<file path="src/rtl/phy_regs_pkg.sv">
package phy_regs_pkg;
  localparam int REG_W    = 8;
  localparam int BYTE_W   = 8;
  localparam int OFS_W    = 4;
  localparam int CTRL_W   = 7;
  localparam int STICKY_W = 6;

  localparam logic [OFS_W-1:0] OFS_CTRL = 4'd0;
  localparam logic [OFS_W-1:0] OFS_STAT = 4'd1;
  localparam logic [OFS_W-1:0] OFS_DIAG = 4'd2;

  // control bit positions
  localparam int CB_IEN  = 0;
  localparam int CB_BYTE = 1;
  localparam int CB_HALT = 2;
  localparam int CB_IDLE = 3;
  localparam int CB_PAR  = 4;
  localparam int CB_CERR = 5;
  localparam int CB_DERR = 6;

  // status bit positions
  localparam int SB_OVFL  = 0;
  localparam int SB_SYM   = 1;
  localparam int SB_SIG   = 2;
  localparam int SB_PAR   = 3;
  localparam int SB_SHORT = 4;
  localparam int SB_HEC   = 5;

  localparam logic [CTRL_W-1:0]   CTRL_RST      = 7'h49;
  localparam logic [STICKY_W-1:0] CELL_ERR_MASK = 6'b110000;

  typedef logic [STICKY_W-1:0] sticky_t;
  typedef logic [CTRL_W-1:0]   ctrl_t;
endpackage

</file>
<file path="src/rtl/port_ctrl_regs.sv">
module port_ctrl_regs
  import phy_regs_pkg::*;
(
  input  logic             clk,
  input  logic             rst_n,
  input  logic             wr_ctrl,
  input  logic             wr_diag,
  input  logic [REG_W-1:0] wdata,
  output ctrl_t            ctrl_q,
  output logic             clav_off_q
);
  ctrl_t ctrl_d;
  logic  clav_off_d;

  always_comb begin
    ctrl_d     = ctrl_q;
    clav_off_d = clav_off_q;
    if (wr_ctrl) ctrl_d     = wdata[CTRL_W-1:0];
    if (wr_diag) clav_off_d = wdata[REG_W-1];
  end

  always_ff @(posedge clk or negedge rst_n) begin
    if (!rst_n) begin
      ctrl_q     <= CTRL_RST;
      clav_off_q <= 1'b0;
    end else begin
      if (wr_ctrl) ctrl_q     <= ctrl_d;
      if (wr_diag) clav_off_q <= clav_off_d;
    end
  end

  assert_ctrl_hold_R3: assert property (@(posedge clk) disable iff (!rst_n)
    !wr_ctrl |=> $stable(ctrl_q));
  assert_ctrl_write_R3: assert property (@(posedge clk) disable iff (!rst_n)
    wr_ctrl |=> (ctrl_q == $past(wdata[CTRL_W-1:0])));
  assert_diag_hold_R12: assert property (@(posedge clk) disable iff (!rst_n)
    !wr_diag |=> $stable(clav_off_q));
endmodule

</file>
<file path="src/rtl/port_status_regs.sv">
module port_status_regs
  import phy_regs_pkg::*;
(
  input  logic              clk,
  input  logic              rst_n,
  input  logic              clr,
  input  logic              evt_hec,
  input  logic              evt_short,
  input  logic              evt_sym,
  input  logic              evt_ovfl,
  input  logic              good_sig,
  input  logic              par_en,
  input  logic              tx_valid,
  input  logic [BYTE_W-1:0] tx_byte,
  input  logic              tx_par,
  output sticky_t           sticky_q
);
  sticky_t evt;
  sticky_t sticky_d;
  logic    sig_prev_q;
  logic    par_err;

  always_comb begin
    par_err          = par_en & tx_valid & ~(^{tx_byte, tx_par});
    evt              = '0;
    evt[SB_OVFL]     = evt_ovfl;
    evt[SB_SYM]      = evt_sym;
    evt[SB_SIG]      = good_sig ^ sig_prev_q;
    evt[SB_PAR]      = par_err;
    evt[SB_SHORT]    = evt_short;
    evt[SB_HEC]      = evt_hec;
    sticky_d         = (clr ? '0 : sticky_q) | evt;
  end

  always_ff @(posedge clk or negedge rst_n) begin
    if (!rst_n) begin
      sticky_q   <= '0;
      sig_prev_q <= 1'b0;
    end else begin
      sticky_q   <= sticky_d;
      sig_prev_q <= good_sig;
    end
  end

  assert_sticky_hold_R4: assert property (@(posedge clk) disable iff (!rst_n)
    !clr |=> ((sticky_q & $past(sticky_q)) == $past(sticky_q)));
  assert_hec_capture_R4: assert property (@(posedge clk) disable iff (!rst_n)
    evt_hec |=> sticky_q[SB_HEC]);
  assert_read_clear_R5: assert property (@(posedge clk) disable iff (!rst_n)
    (clr && !evt_hec && !evt_short && !evt_sym && !evt_ovfl && !par_err &&
     (good_sig == sig_prev_q)) |=> (sticky_q == '0));
  assert_sig_change_R7: assert property (@(posedge clk) disable iff (!rst_n)
    (good_sig != sig_prev_q) |=> sticky_q[SB_SIG]);
  assert_par_off_R8: assert property (@(posedge clk) disable iff (!rst_n)
    (!par_en && !sticky_q[SB_PAR]) |=> !sticky_q[SB_PAR]);
endmodule

</file>
<file path="src/rtl/port_irq_qual.sv">
module port_irq_qual
  import phy_regs_pkg::*;
(
  input  logic    clk,
  input  logic    rst_n,
  input  ctrl_t   ctrl,
  input  sticky_t sticky,
  output logic    pending
);
  sticky_t qual_mask;

  always_comb begin
    qual_mask = ctrl[CB_CERR] ? CELL_ERR_MASK : '1;
    pending   = ctrl[CB_IEN] & (|(sticky & qual_mask));
  end

  assert_cerr_filter_R10: assert property (@(posedge clk) disable iff (!rst_n)
    (ctrl[CB_CERR] && !sticky[SB_HEC] && !sticky[SB_SHORT]) |-> !pending);
  assert_masked_R9: assert property (@(posedge clk) disable iff (!rst_n)
    !ctrl[CB_IEN] |-> !pending);
endmodule

</file>
<file path="src/rtl/port_irq_regs.sv">
module port_irq_regs
  import phy_regs_pkg::*;
#(
  parameter int NUM_PORTS = 4
) (
  input  logic                          clk,
  input  logic                          rst_n,
  input  logic [$clog2(NUM_PORTS)+3:0]  mgmt_addr,
  input  logic                          mgmt_wr,
  input  logic                          mgmt_rd,
  input  logic [7:0]                    mgmt_wdata,
  output logic [7:0]                    mgmt_rdata,
  input  logic [NUM_PORTS-1:0]          rx_hec_err,
  input  logic [NUM_PORTS-1:0]          rx_short_cell,
  input  logic [NUM_PORTS-1:0]          rx_bad_symbol,
  input  logic [NUM_PORTS-1:0]          rx_fifo_ovfl,
  input  logic [NUM_PORTS-1:0]          rx_good_sig,
  input  logic [NUM_PORTS-1:0]          tx_valid,
  input  logic [NUM_PORTS*8-1:0]        tx_data,
  input  logic [NUM_PORTS-1:0]          tx_parity,
  output logic [NUM_PORTS-1:0]          discard_err_cells,
  output logic [NUM_PORTS-1:0]          discard_idle_cells,
  output logic [NUM_PORTS-1:0]          halt_tx,
  output logic [NUM_PORTS-1:0]          byte_mode,
  output logic [NUM_PORTS-1:0]          clav_force_off,
  output logic                          irq_n
);
  localparam int PORT_AW = $clog2(NUM_PORTS);
  localparam int AW      = PORT_AW + OFS_W;

  logic [PORT_AW-1:0]   sel_port;
  logic [OFS_W-1:0]     sel_ofs;
  ctrl_t                ctrl_arr   [NUM_PORTS];
  sticky_t              sticky_arr [NUM_PORTS];
  logic [NUM_PORTS-1:0] clav_vec;
  logic [NUM_PORTS-1:0] pend_vec;
  logic [NUM_PORTS-1:0] ien_vec;
  logic [REG_W-1:0]     rdata_d;
  logic [REG_W-1:0]     rdata_q;

  assign sel_port = mgmt_addr[AW-1:OFS_W];
  assign sel_ofs  = mgmt_addr[OFS_W-1:0];

  for (genvar p = 0; p < NUM_PORTS; p++) begin : g_port
    logic hit;
    logic wr_ctrl;
    logic wr_diag;
    logic clr;

    assign hit     = (sel_port == PORT_AW'(p));
    assign wr_ctrl = mgmt_wr & hit & (sel_ofs == OFS_CTRL);
    assign wr_diag = mgmt_wr & hit & (sel_ofs == OFS_DIAG);
    assign clr     = mgmt_rd & hit & (sel_ofs == OFS_STAT);

    port_ctrl_regs u_ctrl (
      .clk        (clk),
      .rst_n      (rst_n),
      .wr_ctrl    (wr_ctrl),
      .wr_diag    (wr_diag),
      .wdata      (mgmt_wdata),
      .ctrl_q     (ctrl_arr[p]),
      .clav_off_q (clav_vec[p])
    );

    port_status_regs u_stat (
      .clk       (clk),
      .rst_n     (rst_n),
      .clr       (clr),
      .evt_hec   (rx_hec_err[p]),
      .evt_short (rx_short_cell[p]),
      .evt_sym   (rx_bad_symbol[p]),
      .evt_ovfl  (rx_fifo_ovfl[p]),
      .good_sig  (rx_good_sig[p]),
      .par_en    (ctrl_arr[p][CB_PAR]),
      .tx_valid  (tx_valid[p]),
      .tx_byte   (tx_data[p*BYTE_W +: BYTE_W]),
      .tx_par    (tx_parity[p]),
      .sticky_q  (sticky_arr[p])
    );

    port_irq_qual u_qual (
      .clk     (clk),
      .rst_n   (rst_n),
      .ctrl    (ctrl_arr[p]),
      .sticky  (sticky_arr[p]),
      .pending (pend_vec[p])
    );

    assign ien_vec[p]            = ctrl_arr[p][CB_IEN];
    assign discard_err_cells[p]  = ctrl_arr[p][CB_DERR];
    assign discard_idle_cells[p] = ctrl_arr[p][CB_IDLE];
    assign halt_tx[p]            = ctrl_arr[p][CB_HALT];
    assign byte_mode[p]          = ctrl_arr[p][CB_BYTE];
    assign clav_force_off[p]     = clav_vec[p];
  end

  always_comb begin
    rdata_d = '0;
    unique case (sel_ofs)
      OFS_CTRL: rdata_d = {1'b0, ctrl_arr[sel_port]};
      OFS_STAT: rdata_d = {1'b0, rx_good_sig[sel_port], sticky_arr[sel_port]};
      OFS_DIAG: rdata_d = {clav_vec[sel_port], 7'b0};
      default:  rdata_d = '0;
    endcase
  end

  always_ff @(posedge clk or negedge rst_n) begin
    if (!rst_n)       rdata_q <= '0;
    else if (mgmt_rd) rdata_q <= rdata_d;
  end

  assign mgmt_rdata = rdata_q;
  assign irq_n      = ~(|pend_vec);

  assert_rdata_hold_R1: assert property (@(posedge clk) disable iff (!rst_n)
    !mgmt_rd |=> $stable(mgmt_rdata));
  assert_irq_mask_R9: assert property (@(posedge clk) disable iff (!rst_n)
    (ien_vec == '0) |-> irq_n);
  assert_ctrl_msb_R2: assert property (@(posedge clk) disable iff (!rst_n)
    (mgmt_rd && sel_ofs == OFS_CTRL) |=> !mgmt_rdata[7]);
endmodule

</file>
<file path="config.mk">
export PLATFORM = sky130hd
export DESIGN_NAME = port_irq_regs
export DESIGN_NICKNAME = d
export VERILOG_FILES = /design/src/rtl/phy_regs_pkg.sv /design/src/rtl/port_ctrl_regs.sv /design/src/rtl/port_status_regs.sv /design/src/rtl/port_irq_qual.sv /design/src/rtl/port_irq_regs.sv
export SDC_FILE = /design/constraint.sdc
export NUM_CORES = 1
export LEC_CHECK = 0
export ABC_AREA = 1
export BUFFER_PORTS_ARGS = -buffer_cell sky130_fd_sc_hd__buf_2
export CAP_MARGIN = 15
export CORE_ASPECT_RATIO = 1.2
export CORE_MARGIN = 5
export CORE_UTILIZATION = 58
export CTS_BUF_LIST = sky130_fd_sc_hd__clkbuf_4 sky130_fd_sc_hd__clkbuf_8
export DETAILED_ROUTE_END_ITERATION = 10
export GPL_ROUTABILITY_DRIVEN = 0
export PLACE_DENSITY = 0.91
export SYNTH_ARGS = -nofsm -noshare
export SYNTH_HDL_FRONTEND = slang
export SYNTH_SLANG_ARGS = --single-unit
</file>
<file path="constraint.sdc">
create_clock -name clk -period 3.2 [get_ports clk]
set_input_delay 0.48 -clock clk [delete_from_list [all_inputs] [get_ports clk]]
set_output_delay 0.48 -clock clk [all_outputs]
set_load 0.01 [all_outputs]
</file>
==> impl_metrics.tcl <==
set metrics [dict create \
    synth-async-reset-ratio_pct 100.0 \
    synth_cell_type_count 26 \
    post_drt_wl_per_cell_um 14.47 \
    port_buffers 106 \
    path_class "reg -> out" \
    cts.clk_slew.worst_paths_ns 0.07 \
    routed_via_density 5.373 \
    cp-start-kind "flip-flop" \
    dieHeight_um 98.93 \
    maxSlewHeadroom_pct 52.34 \
    syn_inst 497 \
    drtIter0Drc 300 \
    dr.pass1.iters 5 \
    ir_worst_vdd_mv 0.2623 \
    ios 107 \
    maxSlewViolCount 0 \
    grt_pass1_wl_mm 15.97 \
    worst_pin_slew_ns 0.7149 \
    final_nets 666 \
    synth_ff_type "dfrtp_1" \
    fin_crit_sh_pct 65.88 \
    antenna_found_initial 0 \
    ys_ff_latch 68 \
    cts-resized-gates 0 \
    fmax_mhz 474.4 \
    r2r_end "mgmt_rdata[1]" \
    grt_max_degree 38 \
    crit_fanout 3 \
    skew_ns 0.008848 \
    synth-seq-area-share_pct 44.91 \
    grt_overflow 0 \
    top_layer "met4" \
    rsz0062_at_grt "no" \
    p_leak_nw 2.540 \
    hold_viol_final 0 \
    synth_common_cells "nand2_1 (139), inv_1 (77), dfrtp_1 (56), o21ai_0 (56), nor2_1 (27)" \
    area_growth_pct 17.19 \
    yosys.area.top_type "dfrtp_1" \
    ant_nets 0 \
    cts_setup_buffers 0 \
    place_area_um2 4254 \
    start_util_pct 59.67 \
    crit_arrival_ns 1.63 \
    antenna_cells 0 \
    dieArea_um2 8321 \
    yosys_warnings 0 \
    rows 32 \
    wl_met2_mm 4.944 \
    clockBufferDepth 2 \
    setup_tns_ns 0 \
    cap_viol_max_count 0 \
    syn_area_per_cell_um2 7.691 \
    synth_top_area_share_pct 36.66 \
    drcViolationCount 0 \
    clock_latency_ns 0.36 \
    crit_path_end_kind "primary output" \
    synth_most_common_cell "nand2_1" \
    drive_gt1_share_pct 24.62 \
    worst_hold_slack_ns 0.1751 \
    min_period_ns 2.108 \
    finalPower_mw 2.249 \
    reg2reg_from "g_port[3].u_stat.sticky_q[1]" \
    synth_area_leaders "dfrtp_1 (37%), nand2_1 (14%), dfstp_2 (8.2%)" \
    wl_met1_mm 3.531 \
    met3_length_um 916 \
    hold_buffers 0 \
    htreeDepth 3 \
    synth_nets 575 \
    stdcell_area_um2 4479 \
    dieWidth_um 84.11 \
    hpwlAfterDp_mm 7.547 \
    outcome "finished, final reports clean" \
    via_count 3643 \
    rr_worst_depth 6 \
    hold_class "in -> async" \
    cts_buffers 9 \
    grt_pass1_vias 3513 \
    setup_viol 0 \
    clockRootBuffer "clkbuf_8" \
    synth_edf_count 0 \
    grt_usage_pct 23.97 \
    cts_sinks 68 \
    ff2ff_setup_slack_ns 1.99 \
    netlist_area_um2 3822 \
    core-area_um2 6406 \
    power.density_nw_per_um2 502.1 \
    crit_required_ns 2.72 \
    cts_tree "done" \
    drt_wl_total_mm 9.812 \
]
[registers in the layout (all words and copies together), names as in the netlist]
signal                    count
g_port.u_ctrl.clav_off_q      4
g_port.u_ctrl.ctrl_q         28
g_port.u_stat.sticky_q       24
mgmt_rdata                    8
g_port.u_stat.sig_prev_q      4
[power breakdown]
| group | switching (mW) | internal (mW) | leakage [nW] |
|---|---|---|---|
| combinational | 0.253 | 0.170 | 1.70 |
| sequential | 0.0660 | 0.967 | 0.740 |
| clock | 0.335 | 0.458 | 0.105 |
[stage by stage]
stage,utilization (%),setup slack [ns],instances
5_1_grt,69.92,1.041,678
3_3_place_gp,66.41,1.274,662
4_1_cts,69.92,1.094,678
6_report,69.92,1.092,678
3_5_place_dp,66.41,1.228,662
2_1_floorplan,-,1.715,497
[final cells by class]
type,count,area (um2)
clock buffers,10,137.6
clock inverters,6,87.58
fillers,511,1927
inverters,80,300.3
multi-input cells,322,1593
flip-flops and latches,68,1717
well taps,85,106.4
repair buffers,107,538.0
[worst max path at each step]
stage	from	slack [ns]	endpoint	cells after the start
final	g_port[1].u_stat.sticky_q[1]	1.09	irq_n	8
after global routing	g_port[1].u_stat.sticky_q[1]	1.04	irq_n	8
after CTS	g_port[1].u_stat.sticky_q[1]	1.09	irq_n	8
after detailed placement	mgmt_addr[5]	1.23	mgmt_rdata[3]	8
after global placement	mgmt_addr[5]	1.27	mgmt_rdata[3]	8
after floorplan	mgmt_addr[2]	1.72	g_port[1].u_ctrl.ctrl_q[1]	7
[placed cells by master (no fill, tap or decap), types with 12 or more instances in the layout]
master | netlist | layout
buf_2 | 2 | 106
dfstp_2 | 12 | 12
nand2_1 | 139 | 139
nand3_1 | 21 | 21
nor2_1 | 27 | 27
dfrtp_1 | 56 | 56
o21ai_0 | 56 | 56
inv_1 | 77 | 77
o21bai_1 | 16 | 16
[logic make-up (layout without fill, tap and decap cells)]
| logic type | after synthesis | after routing | share of synthesized area [%] |
|---|---|---|---|
| flip-flops | 68 | 68 | 44.91 |
| XOR/XNOR | 11 | 11 | 2.520 |
| AND/OR/NAND/NOR | 202 | 202 | 22.65 |
| AO/OA/AOI/OAI | 109 | 109 | 16.50 |
| buffers and inverters | 107 | 203 | 13.42 |
[per-layer routing]
layer  global-route usage [%]  vias up
met5                        0        -
met4                    14.23        0
met3                    5.268       45
met2                    40.46      197
met1                    27.78     1657
li1                         -     1744
[critical path, stage by stage (launching register included)]
cell and delay, ns:
dfrtp_1 0.37, inv_1 0.09, nand3_1 0.09, o21ai_0 0.17
nand3_1 0.11, nand2_1 0.07, nand3_1 0.06, nor2_1 0.16
buf_2 0.16
Note: power is estimated with default switching activity, not from simulation.
